### config.mk
export PLATFORM = sky130hd
export DESIGN_NAME = line_refill_seq
export DESIGN_NICKNAME = d
export VERILOG_FILES = /design/src/rtl/line_refill_seq.sv
export SDC_FILE = /design/constraint.sdc
export NUM_CORES = 2
export LEC_CHECK = 0
export ABC_CLOCK_PERIOD_IN_PS = 9800
export BUFFER_PORTS_ARGS = -buffer_cell sky130_fd_sc_hd__buf_2
export CAP_MARGIN = 15
export CORE_AREA = 5 5 313 438
export DETAILED_ROUTE_END_ITERATION = 8
export DIE_AREA = 0 0 318 443
export GPL_ROUTABILITY_DRIVEN = 0
export GPL_TIMING_DRIVEN = 1
export HOLD_SLACK_MARGIN = 0.02
export PLACE_DENSITY_LB_ADDON = 0.05
export SKIP_LAST_GASP = 1
export SYNTH_ARGS = -nofsm -noshare
export SYNTH_HDL_FRONTEND = slang
export SYNTH_SLANG_ARGS = --single-unit
### constraint.sdc
create_clock -name clk -period 9.8 [get_ports clk]
set_clock_uncertainty 0.2 [all_clocks]
set_input_delay 0.98 -clock clk [delete_from_list [all_inputs] [get_ports clk]]
set_output_delay 0.98 -clock clk [all_outputs]
set_load 0.1 [all_outputs]
### src/rtl/line_refill_seq.sv
module line_refill_seq #(
  parameter int ORG      = 0,
  parameter int WORD_W   = 32,
  parameter int WORDS    = 4,
  parameter int DEPTH    = 64,
  parameter int ADDR_CYC = 1,
  parameter int ACC_CYC  = 15,
  parameter int CNT_W    = 8,
  localparam int OFF_W   = $clog2(WORDS),
  localparam int ADDR_W  = $clog2(DEPTH),
  localparam int LINE_W  = ADDR_W - OFF_W,
  localparam int XW      = (ORG == 1) ? WORDS : 1
) (
  input  logic                 clk,
  input  logic                 rst_n,
  input  logic                 req_valid,
  input  logic [LINE_W-1:0]    req_line,
  input  logic                 wr_en,
  input  logic [ADDR_W-1:0]    wr_addr,
  input  logic [WORD_W-1:0]    wr_data,
  output logic                 busy,
  output logic                 rd_valid,
  output logic                 rd_last,
  output logic [WORD_W*XW-1:0] rd_data,
  output logic [CNT_W-1:0]     cyc_count
);
  localparam int ROWS   = DEPTH / WORDS;
  localparam int BEATS  = WORDS / XW;
  localparam int PH_MAX = (ADDR_CYC > ACC_CYC) ? ADDR_CYC : ACC_CYC;
  localparam int PH_W   = $clog2(PH_MAX + 1);
  localparam int BW     = (BEATS > 1) ? $clog2(BEATS) : 1;

  typedef enum logic [1:0] {IDLE, ADDR, ACC, XFER} phase_t;

  phase_t            phase;
  logic [PH_W-1:0]   ph_cnt;
  logic [BW-1:0]     beat;
  logic [LINE_W-1:0] line_q;
  logic [CNT_W-1:0]  run_cnt;
  logic [WORD_W-1:0] bank_rd [WORDS];

  wire ph_done    = (ph_cnt == '0);
  wire final_beat = (phase == XFER) && (beat == BW'(BEATS - 1));

  assign busy     = (phase != IDLE);
  assign rd_valid = (phase == XFER);
  assign rd_last  = final_beat;

  for (genvar b = 0; b < WORDS; b++) begin : g_bank
    logic [WORD_W-1:0] mem [ROWS];
    always_ff @(posedge clk)
      if (wr_en && !busy && wr_addr[OFF_W-1:0] == OFF_W'(b))
        mem[wr_addr[ADDR_W-1:OFF_W]] <= wr_data;
    assign bank_rd[b] = mem[line_q];
  end

  if (XW == WORDS) begin : g_wide
    for (genvar w = 0; w < WORDS; w++) begin : g_lane
      assign rd_data[w*WORD_W +: WORD_W] = bank_rd[w];
    end
  end else begin : g_serial
    assign rd_data = bank_rd[beat];
  end

  always_ff @(posedge clk or negedge rst_n) begin
    if (!rst_n) begin
      phase     <= IDLE;
      ph_cnt    <= '0;
      beat      <= '0;
      line_q    <= '0;
      run_cnt   <= '0;
      cyc_count <= '0;
    end else begin
      if (busy) run_cnt <= run_cnt + 1'b1;
      unique case (phase)
        IDLE: if (req_valid) begin
          phase   <= ADDR;
          ph_cnt  <= PH_W'(ADDR_CYC - 1);
          beat    <= '0;
          line_q  <= req_line;
          run_cnt <= CNT_W'(1);
        end
        ADDR: if (ph_done) begin
          phase  <= ACC;
          ph_cnt <= PH_W'(ACC_CYC - 1);
        end else ph_cnt <= ph_cnt - 1'b1;
        ACC: if (ph_done) phase <= XFER;
             else ph_cnt <= ph_cnt - 1'b1;
        XFER: if (final_beat) begin
          phase     <= IDLE;
          cyc_count <= run_cnt;
        end else begin
          beat <= beat + 1'b1;
          if (ORG == 0) begin
            phase  <= ACC;
            ph_cnt <= PH_W'(ACC_CYC - 1);
          end
        end
        default: phase <= IDLE;
      endcase
    end
  end
endmodule

==> impl_metrics.env <==
export IMPL_status="completed"
export IMPL_crit_buf_inv=3
export IMPL_route_detailed_wl_per_inst_um=37.2
export IMPL_relSlewSlack=0.173
export IMPL_crit_slowest_cell="dfrtp_4"
export IMPL_die_x_um=318
export IMPL_clockBufferDepth=3
export IMPL_viasPerCell=6.88
export IMPL_port_buffers=88
export IMPL_start_util=0.594
export IMPL_fin_util=0.660
export IMPL_drc=0
export IMPL_cts_root_buf="clkbuf_16"
export IMPL_clkTransAtPathRegs_ns=0.06
export IMPL_cts_setup_buffers=0
export IMPL_p_leak_nw=27.2
export IMPL_cts_resized=0
export IMPL_track_usage=0.298
export IMPL_mappedNetlistNets=3521
export IMPL_finalSetupViolations=0
export IMPL_rows=159
export IMPL_cts_num_sinks=2076
export IMPL_period_share=0.657
export IMPL_nFillCells=8491
export IMPL_critical_path_top_delay_family="buffers and inverters"
export IMPL_critPathArrivalTime_ns=5.26
export IMPL_rsz0062_at_grt="false"
export IMPL_grt_first_pass_wirelength_um=295000
export IMPL_cts_tree="done"
export IMPL_ys_seq_elements=2076
export IMPL_synth_warnings=0
export IMPL_pin_count=89
export IMPL_dieArea_mm2=0.141
export IMPL_grt_antenna_before_repair=16
export IMPL_drv_cap=0
export IMPL_synthCells=3472
export IMPL_insertion_delay_ns=0.81
export IMPL_synthTopCellsByArea="edfxtp_1 78%, mux4_2 14%, o22ai_1 1.0%"
export IMPL_dp_hpwl_um=110000
export IMPL_die_h_um=443
export IMPL_cp_end_kind="output pin"
export IMPL_syn_avg_cell_area_um2=22.8
export IMPL_routed_wl_um=208000
export IMPL_synth_cell_types=58
export IMPL_cp_start_kind="flop"
export IMPL_yosys_area_top_type_share=0.779
export IMPL_tns_ns=0
export IMPL_power_per_cell_area_mw_per_mm2=283
export IMPL_synth_edf_count=2048
export IMPL_critPathKind="reg2out"
export IMPL_numCtsBuffers=183
export IMPL_first_pass_iters=5
export IMPL_synthFlopType="edfxtp_1"
export IMPL_h_tree_depth=4
export IMPL_period_minus_slack_ns=6.44
export IMPL_critPathMaxFanout=100
export IMPL_worst_slew_pin_slew_ns=1.24
export IMPL_max_clock_freq_mhz=155
export IMPL_layout_drive_gt1_share=0.275
export IMPL_worst_ep_required_time_ns=8.62
export IMPL_hold_path_class="in2async"
export IMPL_nNetsFinal=3735
export IMPL_ctsHoldBuffers=0
export IMPL_core_mm2=0.133
export IMPL_finalHoldViolations=0
export IMPL_grt_pass1_vias=39300
export IMPL_syn_area_mm2=0.0790
export IMPL_area_delta_synth_final_pct=11.3
export IMPL_max_stage_delay_ns=0.87
export IMPL_grt_max_degree=117
export IMPL_drt_iter0_markers=4902
export IMPL_grt_ovfl_total=0
export IMPL_worstPathCellList="buf_12 -> buf_4 -> or2_2 -> o22ai_1 -> nor2_1 -> nand2_1 -> a21oi_1 -> buf_2"
export IMPL_ir_drop_mv=0.724
export IMPL_final_antenna_net_count=0
export IMPL_synth_seq_area_share=0.787
export IMPL_slew_viol_final=0
export IMPL_vias=38600
export IMPL_yosysTopAreaCell="edfxtp_1"
export IMPL_async_flop_share=0.0135
final timing paths:
kind / end / slack (ns) / depth (start not counted) / start
max reg2reg: g_bank[0].mem[12][28]$_DFFE_PP_ / 5.46 / 5 / phase[0]$_DFFE_PN0P_
max in group asynchronous: line_q[2]$_DFFE_PN0P_ / 8.66 / 1 / rst_n
min: cyc_count[4]$_DFFE_PN0P_ / 0.09 / 1 / rst_n
max: rd_data[24] / 3.36 / 8 / line_q[1]$_DFFE_PN0P_
min reg2reg: cyc_count[6]$_DFFE_PN0P_ / 0.31 / 1 / cyc_count[6]$_DFFE_PN0P_
min in group clk: run_cnt[7]$_DFF_PN0_ / 0.25 / 2 / req_valid
power by group:
| group | switching [W] | internal (W) | leakage (nW) |
|---|---|---|---|
| logic | 0.00524 | 0.00276 | 5.71 |
| clock network | 0.00307 | 0.00377 | 2.74 |
| registers | 0.000179 | 0.00984 | 18.8 |
registers in the layout, summed over array words and instances, names as in the netlist:
signal and cells:
beat 2, cyc_count 8, g_bank.mem 2048, line_q 4, ph_cnt 4, phase 2, run_cnt 8
Yosys cell counts (all sizes together) (3+ instances only):
| cell | n |
|---|---|
| a211oi | 4 |
| a21oi | 51 |
| a22o | 6 |
| a22oi | 24 |
| a311oi | 3 |
| a31oi | 9 |
| and2 | 8 |
| buf | 109 |
| clkbuf | 79 |
| dfrtp | 28 |
| edfxtp | 2048 |
| ha | 3 |
| inv | 9 |
| mux2 | 18 |
| mux2i | 56 |
| mux4 | 499 |
| nand2 | 63 |
| nand2b | 12 |
| nand3 | 16 |
| nand4 | 5 |
| nor2 | 104 |
| nor2b | 13 |
| nor3 | 27 |
| nor4 | 24 |
| o21ai | 29 |
| o221ai | 44 |
| o22a | 23 |
| o22ai | 127 |
| or2 | 3 |
| or3b | 3 |
cell families after synthesis:
logic type / share of synthesized area
flops: 0.787
mux: 0.152
compound gates: 0.0283
simple gates: 0.0171
buf+inv: 0.0140
fa+ha+maj: 0.000602
xor+xnor: 0.000222
routing by layer:
layer | up-vias | track usage | share of wire
met2 | 1999 | 0.498 | 0.51
li1 | 15300 | - | -
met4 | 8 | 0.100 | 0.038
met1 | 20800 | 0.405 | 0.37
met5 | - | 0 | 0.00024
met3 | 395 | 0.0540 | 0.084
final cells by class:
| class | count | area, um^2 | area share |
|---|---|---|---|
| repair buffers | 217 | 1560 | 0.0177 |
| clock inverters | 94 | 698 | 0.00794 |
| inverters | 9 | 33.8 | 0.000384 |
| clock buffers | 233 | 4920 | 0.0559 |
| flip-flops and latches | 2076 | 62200 | 0.708 |
| diodes | 4 | 10.0 | 0.000114 |
| multi-input cells | 1199 | 16200 | 0.185 |
| well taps | 1771 | 2220 | 0.0252 |
cell usage in the layout, fill, tap and decap left out, types with 6 or more instances in the layout:
cell	n
edfxtp_1	2048
mux4_2	488
clkbuf_16	190
o22ai_1	127
buf_4	117
buf_2	88
nor2_4	64
nand2_1	59
mux2i_1	56
a21oi_1	51
clkinv_1	46
o221ai_1	44
clkbuf_1	43
nor2_1	40
o21ai_0	28
clkinv_2	28
nor3_1	27
a22oi_1	24
o22a_1	23
dfrtp_1	22
mux2_2	18
nand3_1	16
nor4_1	15
nor2b_1	12
nand2b_1	12
buf_12	12
mux4_1	11
inv_1	9
a31oi_1	9
nor4_2	9
bufinv_16	9
and2_1	6
a22o_1	6
stage by stage:
| stage | setup slack [ns] | cells | cell area [um^2] | hold slack (ns) | power, W |
|---|---|---|---|---|---|
| 3_3_place_gp | 4.18 | 5265 | 82100 | 0.285 | 0.0181 |
| 6_report | 3.36 | 5603 | 87900 | 0.0903 | 0.0249 |
| 3_5_place_dp | 4.20 | 5265 | 82100 | 0.292 | 0.0182 |
| 4_1_cts | 3.31 | 5592 | 87700 | 0.0584 | 0.0250 |
| 5_1_grt | 3.03 | 5599 | 87900 | 0.0985 | 0.0257 |
| 2_1_floorplan | 4.68 | 3472 | 79000 | 0.266 | 0.0158 |
Note: power is estimated with default switching activity, not from simulation.
